`src/rtl/hs_pkg.sv`:
```
// Shared types and pin positions for the strobed handshake port controller.
// Assumes a port C of eight bits; pin positions are fixed by the peripheral wiring.
package hs_pkg;
    localparam int PC_W = 8;

    // Level and edges of one handshake line after detection.
    typedef struct packed {
        logic lvl;
        logic rise;
        logic fall;
    } hs_edge_t;

    function automatic int unsigned full_in_pin(bit grp_a);
        return grp_a ? 5 : 1;
    endfunction

    function automatic int unsigned full_out_pin(bit grp_a);
        return grp_a ? 7 : 1;
    endfunction

    function automatic int unsigned intr_pin(bit grp_a);
        return grp_a ? 3 : 0;
    endfunction

    function automatic int unsigned en_in_pin(bit grp_a);
        return grp_a ? 4 : 2;
    endfunction

    function automatic int unsigned en_out_pin(bit grp_a);
        return grp_a ? 6 : 2;
    endfunction
endpackage

```
`src/rtl/hs_edge_det.sv`:
```
// Optional synchroniser followed by an edge detector for one active-low line.
// STAGES = 0 treats the input as already synchronous. Reset loads the idle level.
module hs_edge_det
    import hs_pkg::*;
#(
    parameter int STAGES = 2,
    parameter bit IDLE   = 1'b1
) (
    input  logic     clk,
    input  logic     rst_n,
    input  logic     d,
    output hs_edge_t ev
);
    logic lvl;
    logic prev;

    generate
        if (STAGES == 0) begin : g_direct
            assign lvl = d;
        end else begin : g_sync
            logic [STAGES-1:0] sh;
            // Shift the raw pin through the synchroniser chain.
            always_ff @(posedge clk) begin
                if (!rst_n) begin
                    sh <= {STAGES{IDLE}};
                end else begin
                    sh[0] <= d;
                    for (int i = 1; i < STAGES; i++) begin
                        sh[i] <= sh[i-1];
                    end
                end
            end
            assign lvl = sh[STAGES-1];
        end
    endgenerate

    // Hold the level of the previous cycle for edge comparison.
    always_ff @(posedge clk) begin
        if (!rst_n) prev <= IDLE;
        else        prev <= lvl;
    end

    assign ev.lvl  = lvl;
    assign ev.rise = ~prev & lvl;
    assign ev.fall = prev & ~lvl;
endmodule

```
`src/rtl/hs_flag_engine.sv`:
```
// Flag and latch state of one handshake port.
// Assumes edges arrive as one-cycle pulses; a setting event beats a clearing one.
module hs_flag_engine
    import hs_pkg::*;
#(
    parameter int DATA_W = 8
) (
    input  logic              clk,
    input  logic              rst_n,
    input  logic              mode_wr,
    input  logic              dir_in,
    input  logic              inte,
    input  hs_edge_t          stb,
    input  hs_edge_t          ack,
    input  hs_edge_t          rd,
    input  hs_edge_t          wr,
    input  logic [DATA_W-1:0] port_in,
    output logic [DATA_W-1:0] latch_q,
    output logic              ibf,
    output logic              obf_n,
    output logic              intr
);
    // Capture port data while the strobe is held low.
    always_ff @(posedge clk) begin
        if (!rst_n || mode_wr)       latch_q <= '0;
        else if (dir_in && !stb.lvl) latch_q <= port_in;
    end

    // Input buffer full: strobe fall sets, read end clears.
    always_ff @(posedge clk) begin
        if (!rst_n || mode_wr) ibf <= 1'b0;
        else if (dir_in) begin
            if (stb.fall)     ibf <= 1'b1;
            else if (rd.rise) ibf <= 1'b0;
        end
    end

    // Output buffer full (active low): write end asserts, ack fall releases.
    always_ff @(posedge clk) begin
        if (!rst_n || mode_wr) obf_n <= 1'b1;
        else if (!dir_in) begin
            if (wr.rise)       obf_n <= 1'b0;
            else if (ack.fall) obf_n <= 1'b1;
        end
    end

    // Interrupt request for either direction.
    always_ff @(posedge clk) begin
        if (!rst_n || mode_wr) intr <= 1'b0;
        else if (dir_in) begin
            if (stb.rise && ibf && inte) intr <= 1'b1;
            else if (rd.fall)            intr <= 1'b0;
        end else begin
            if (ack.rise && obf_n && inte) intr <= 1'b1;
            else if (wr.fall)              intr <= 1'b0;
        end
    end

    p_ibf_set_cause_r2: assert property (@(posedge clk) disable iff (!rst_n)
        $rose(ibf) |-> $past(dir_in) && $past(stb.fall));
    p_ibf_clear_cause_r2: assert property (@(posedge clk) disable iff (!rst_n)
        $fell(ibf) |-> $past(mode_wr) || $past(rd.lvl));
    p_obf_assert_cause_r4: assert property (@(posedge clk) disable iff (!rst_n)
        $fell(obf_n) |-> !$past(dir_in) && $past(wr.lvl));
    p_obf_release_cause_r4: assert property (@(posedge clk) disable iff (!rst_n)
        $rose(obf_n) |-> $past(mode_wr) || !$past(ack.lvl));
    p_intr_needs_enable_r3: assert property (@(posedge clk) disable iff (!rst_n)
        $rose(intr) |-> $past(inte) && ($past(stb.rise) || $past(ack.rise)));
    p_mode_clear_r9: assert property (@(posedge clk) disable iff (!rst_n)
        mode_wr |=> !ibf && !intr && obf_n && latch_q == '0);
endmodule

```
`src/rtl/hs_pin_map.sv`:
```
// Places the flags of one group onto port C pins and status bits.
// Assumes group A or B is fixed at elaboration time by IS_GRP_A.
module hs_pin_map
    import hs_pkg::*;
#(
    parameter bit IS_GRP_A = 1'b1
) (
    input  logic            dir_in,
    input  logic            inte,
    input  logic            ibf,
    input  logic            obf_n,
    input  logic            intr,
    output logic [PC_W-1:0] pc_out,
    output logic [PC_W-1:0] pc_drive,
    output logic [PC_W-1:0] pc_stat,
    output logic [PC_W-1:0] pc_own
);
    localparam int unsigned FULL_IN  = full_in_pin(IS_GRP_A);
    localparam int unsigned FULL_OUT = full_out_pin(IS_GRP_A);
    localparam int unsigned INTR_P   = intr_pin(IS_GRP_A);
    localparam int unsigned EN_IN    = en_in_pin(IS_GRP_A);
    localparam int unsigned EN_OUT   = en_out_pin(IS_GRP_A);

    logic full_lvl;
    logic [$clog2(PC_W)-1:0] full_pos;
    logic [$clog2(PC_W)-1:0] en_pos;

    // Pick the full-flag level and positions for the current direction.
    always_comb begin
        full_lvl = dir_in ? ibf : obf_n;
        full_pos = dir_in ? FULL_IN[$clog2(PC_W)-1:0] : FULL_OUT[$clog2(PC_W)-1:0];
        en_pos   = dir_in ? EN_IN[$clog2(PC_W)-1:0]   : EN_OUT[$clog2(PC_W)-1:0];
    end

    // Build driven pins and status bits.
    always_comb begin
        pc_out   = '0;
        pc_drive = '0;
        pc_stat  = '0;
        pc_own   = '0;
        pc_out[full_pos]   = full_lvl;
        pc_out[INTR_P]     = intr;
        pc_drive[full_pos] = 1'b1;
        pc_drive[INTR_P]   = 1'b1;
        pc_stat[full_pos]  = full_lvl;
        pc_stat[en_pos]    = inte;
        pc_stat[INTR_P]    = intr;
        pc_own[full_pos]   = 1'b1;
        pc_own[en_pos]     = 1'b1;
        pc_own[INTR_P]     = 1'b1;
    end
endmodule

```
`src/rtl/hsport_ctrl.sv`:
```
// Strobed handshake controller for one 8-bit port (group A or B).
// Assumes host strobes are synchronous to clk; peripheral pins are not.
module hsport_ctrl
    import hs_pkg::*;
#(
    parameter int DATA_W      = 8,
    parameter int SYNC_STAGES = 2,
    parameter bit IS_GRP_A    = 1'b1
) (
    input  logic              clk,
    input  logic              rst_n,
    input  logic              mode_wr,
    input  logic              dir_in,
    input  logic              inte,
    input  logic              host_rd_n,
    input  logic              host_wr_n,
    input  logic              stb_n,
    input  logic              ack_n,
    input  logic [DATA_W-1:0] port_in,
    output logic [DATA_W-1:0] latch_q,
    output logic              ibf,
    output logic              obf_n,
    output logic              intr,
    output logic [PC_W-1:0]   pc_out,
    output logic [PC_W-1:0]   pc_drive,
    output logic [PC_W-1:0]   pc_stat,
    output logic [PC_W-1:0]   pc_own
);
    hs_edge_t stb_e, ack_e, rd_e, wr_e;

    hs_edge_det #(.STAGES(SYNC_STAGES), .IDLE(1'b1)) u_stb (
        .clk(clk), .rst_n(rst_n), .d(stb_n), .ev(stb_e));
    hs_edge_det #(.STAGES(SYNC_STAGES), .IDLE(1'b1)) u_ack (
        .clk(clk), .rst_n(rst_n), .d(ack_n), .ev(ack_e));
    hs_edge_det #(.STAGES(0), .IDLE(1'b1)) u_rd (
        .clk(clk), .rst_n(rst_n), .d(host_rd_n), .ev(rd_e));
    hs_edge_det #(.STAGES(0), .IDLE(1'b1)) u_wr (
        .clk(clk), .rst_n(rst_n), .d(host_wr_n), .ev(wr_e));

    hs_flag_engine #(.DATA_W(DATA_W)) u_eng (
        .clk(clk), .rst_n(rst_n), .mode_wr(mode_wr), .dir_in(dir_in), .inte(inte),
        .stb(stb_e), .ack(ack_e), .rd(rd_e), .wr(wr_e), .port_in(port_in),
        .latch_q(latch_q), .ibf(ibf), .obf_n(obf_n), .intr(intr));

    hs_pin_map #(.IS_GRP_A(IS_GRP_A)) u_map (
        .dir_in(dir_in), .inte(inte), .ibf(ibf), .obf_n(obf_n), .intr(intr),
        .pc_out(pc_out), .pc_drive(pc_drive), .pc_stat(pc_stat), .pc_own(pc_own));

    p_drive_within_own_r6: assert property (@(posedge clk) disable iff (!rst_n)
        (pc_drive & ~pc_own) == '0);
    p_undriven_low_r6: assert property (@(posedge clk) disable iff (!rst_n)
        (pc_out & ~pc_drive) == '0);
endmodule

```
`config.mk`:
```
export PLATFORM = sky130hd
export DESIGN_NAME = hsport_ctrl
export DESIGN_NICKNAME = d
export VERILOG_FILES = /design/src/rtl/hs_pkg.sv /design/src/rtl/hs_edge_det.sv /design/src/rtl/hs_flag_engine.sv /design/src/rtl/hs_pin_map.sv /design/src/rtl/hsport_ctrl.sv
export SDC_FILE = /design/constraint.sdc
export NUM_CORES = 1
export LEC_CHECK = 0
export ABC_CLOCK_PERIOD_IN_PS = 1000
export BUFFER_PORTS_ARGS = -buffer_cell sky130_fd_sc_hd__buf_2
export CORE_MARGIN = 1.5
export CORE_UTILIZATION = 41
export DETAILED_ROUTE_END_ITERATION = 8
export GPL_TIMING_DRIVEN = 1
export PLACE_DENSITY = 0.84
export REMOVE_ABC_BUFFERS = 1
export SYNTH_ARGS = -nofsm -noshare
export SYNTH_HDL_FRONTEND = slang
export SYNTH_SLANG_ARGS = --single-unit
export TNS_END_PERCENT = 100
```
`constraint.sdc`:
```
create_clock -name clk -period 1 [get_ports clk]
set_input_delay 0.15 -clock clk [delete_from_list [all_inputs] [get_ports clk]]
set_output_delay 0.15 -clock clk [all_outputs]
set_load 0.01 [all_outputs]
```
==> reports/qor.txt <==
Num Clock Sinks - 19
CTS root buf - sky130_fd_sc_hd__clkbuf_4
Worst setup skew after layout - 0.00155 ns
Initial antenna violation count - 0
Routability congestion estimate from global placement - 0.692
Design area - 1080 µm²
Time the final worst path needs with I/O delays and setup - 1.08 ns
Ratio of final minimum period to clock period - 1.08
Remaining design rule violation count - 0
Critical-path cell list - nor2b_4 > buf_2
Top fanout value on the critical path - 2
Number of flip-flops and latches in the synthesized netlist - 19
Setup CP Type - reg -> out
Combined buffer and inverter count along the critical path - 1
Count of standard-cell rows - 17
Vias after detailed routing - 717
Portion of the post-synthesis area used by sequential elements - 0.405
Post-DP Area - 1000 µm²
Type of the most critical hold path - in -> reg
Die span in x - 50.8 µm
EDFF count, synth - 0
All-Layer GR Usage - 0.136
DIE HEIGHT - 50.8 µm
Top-area cell type share of the netlist area - 0.405
Final worst setup slack - -0.0837 ns
Async set-reset flop share out of synthesis - 0
Initial core utilization - 0.428
RSZ-0062 raised after global routing - yes
Outcome - complete, but fails checks
Die outline area - 2580 µm²
Clock latency at the later pin of the worst-skew pair - 0.30 ns
Util after Layout - 0.493
DRC marker count from the first detailed-route iteration - 9
Via count of the first global-routing pass - 653
Antenna Cells - 0
Total I/O pin count - 60
Crit end category - output port
Number of placed instances, taps included - 161
Most area-consuming cells after synthesis - sky130_fd_sc_hd__dfxtp_1 (41%), sky130_fd_sc_hd__buf_4 (22%), sky130_fd_sc_hd__nand2_1 (6.8%)
Worst hold margin - 0.0162 ns
Layout Cells excl Fill - 167
Fill count - 235
Area Overhead vs Synth - 15.2%
Count of endpoints failing hold in the final timing report - 0
Primary FF master, synth - sky130_fd_sc_hd__dfxtp_1
Average vias per placed instance - 4.29
Global-route wire length before repair - 2660 µm
Maximum Capacitance Violations - 0
H-tree Lvls - 1
Port Buffer Count - 41
Power per cell area - 1240 nW/µm²
Post-synthesis area per instance - 8.77 µm²
Slowest-stage cell, CP - sky130_fd_sc_hd__dfxtp_2
Worst IR Drop VDD - 0.850 mV
Yosys top cell by area - sky130_fd_sc_hd__dfxtp_1
Multi-input gate area in the final layout - 388 µm²
Number of warnings printed during yosys synthesis - 0
Slew Viols, Final - 0
Share of layout cells above drive strength 1 - 0.396
Failing checks - setup timing
Total congestion overflow - 0
Clock slew at the register clock pins of the worst setup and hold paths - 0.10 ns
Net total in the final layout - 157
Mapped Cells - 107
Arr. time, crit path - 0.93 ns
TNS Setup - -0.351 ns
Highest clock rate - 0.923 GHz
Leakage power figure - 0.536 nW
Critical Path Start Type - flop
Delay of the slowest critical-path stage - 0.35 ns
Cell family with most CP delay - flip-flops
Wire length after detailed routing - 1710 µm
Count of endpoints failing setup in the final report - 7
Unique masters post-synth - 24
Core footprint - 2190 µm²
Synth cell count leaders - sky130_fd_sc_hd__buf_4 (28), sky130_fd_sc_hd__dfxtp_1 (19), sky130_fd_sc_hd__nand2_1 (17)
Pin count of the biggest net entering global routing - 18
Clock tree buffer depth - 2
Flop2flop setup slack - -0.04 ns
Most frequently used cell type in the post-synthesis netlist - sky130_fd_sc_hd__buf_4
First-pass iteration count of the detailed router - 4
CTS tree - done
Total of hold buffers inserted after clock tree synthesis - 0
Number of buffers inserted during clock tree synthesis - 3
Post-detail-place hpwl - 1270 µm
Post-DR wirelength/cell - 10.2 µm
Routed Antenna Nets - 0
Netlist Area Pre-Place - 938 µm²
Combined flip-flop and latch cell area - 384 µm²
Data required time of the worst path - 0.85 ns
cell type report:
cell class | count | share of cell area
Multi-Input combinational cell | 72 | 0.359
Tap cell | 28 | 0.0324
Inverter | 1 | 0.00347
Clock inverter | 1 | 0.00463
Clock buffer | 3 | 0.0208
Sequential cell | 19 | 0.355
Timing Repair Buffer | 43 | 0.225
routing by layer:
metal	part of all wire	wire, µm	global-route usage	vias to the layer above
met4	0.012	21	0.0856	0
met5	0	0	0	-
li1	-	-	-	359
met2	0.52	889	0.241	30
met3	0.062	105	0.0351	2
met1	0.40	690	0.141	326
report_power, final:
group          internal (mW)  switching (mW)
clock                  0.149           0.238
sequential             0.774         0.00931
combinational         0.0697           0.102
worst register-to-register path, delay by kind of cell, from the launching register on:
family / cells / cell delay, ns
buf+inv: 1 / 0.11
compound gates: 2 / 0.25
simple gates: 1 / 0.23
flops: 1 / 0.34
timing repair:
| action | 4_1_cts | 5_1_grt |
|---|---|---|
| endpoints found under the setup margin | 5 | 17 |
| pin swaps | 0 | 1 |
| buffers inserted | 2 | 0 |
| gates cloned | 0 | 0 |
| resized for setup | 5 | 4 |
metrics by stage:
| step | worst slack [ns] | power, mW |
|---|---|---|
| finish | -0.0837 | 1.34 |
| global route | -0.122 | 1.41 |
| CTS | -0.0520 | 1.35 |
| detailed placement | -0.0126 | 0.963 |
| global placement | 0.0627 | 0.959 |
| floorplan | 0.103 | 0.883 |
sequential cells by signal (all words and copies together) (netlist names):
name	count
u_rd.prev	1
u_eng.obf_n	1
u_eng.ibf	1
u_eng.latch_q	8
u_stb.g_sync.sh	2
u_ack.g_sync.sh	2
u_eng.intr	1
u_stb.prev	1
u_ack.prev	1
u_wr.prev	1
kinds of logic after synthesis:
group,Yosys count,synth area share
AND/OR/NAND/NOR,40,0.248
buffers and inverters,32,0.256
flip-flops,19,0.405
AO/OA/AOI/OAI,14,0.0827
other,2,0.00800
final timing paths:
path              depth (start not counted)          startpoint                  to
setup / recovery                          2         u_eng.obf_n          pc_stat[7]
hold / removal                            2               ack_n  u_ack.g_sync.sh[0]
setup reg to reg                          4           u_eng.ibf          u_eng.intr
hold reg to reg                           1  u_stb.g_sync.sh[0]  u_stb.g_sync.sh[1]
cell usage in the layout (no fill, tap or decap), drive strengths merged:
cell    synthesis  routed
dfxtp          19      19
a22oi           1       1
clkbuf          1       3
or2b            6       6
and2            2       2
nor2            2       2
nand3b          1       1
nand2          17      17
nor3b           2       2
buf            30      43
conb            2      18
nor2b           3       3
nor4bb          1       1
and4b           1       1
o211ai          2       2
inv             1       1
nand2b          4       4
clkinv          0       1
a21oi           9       9
and2b           1       1
o21ai           2       2
Note: power is estimated with default switching activity, not from simulation.
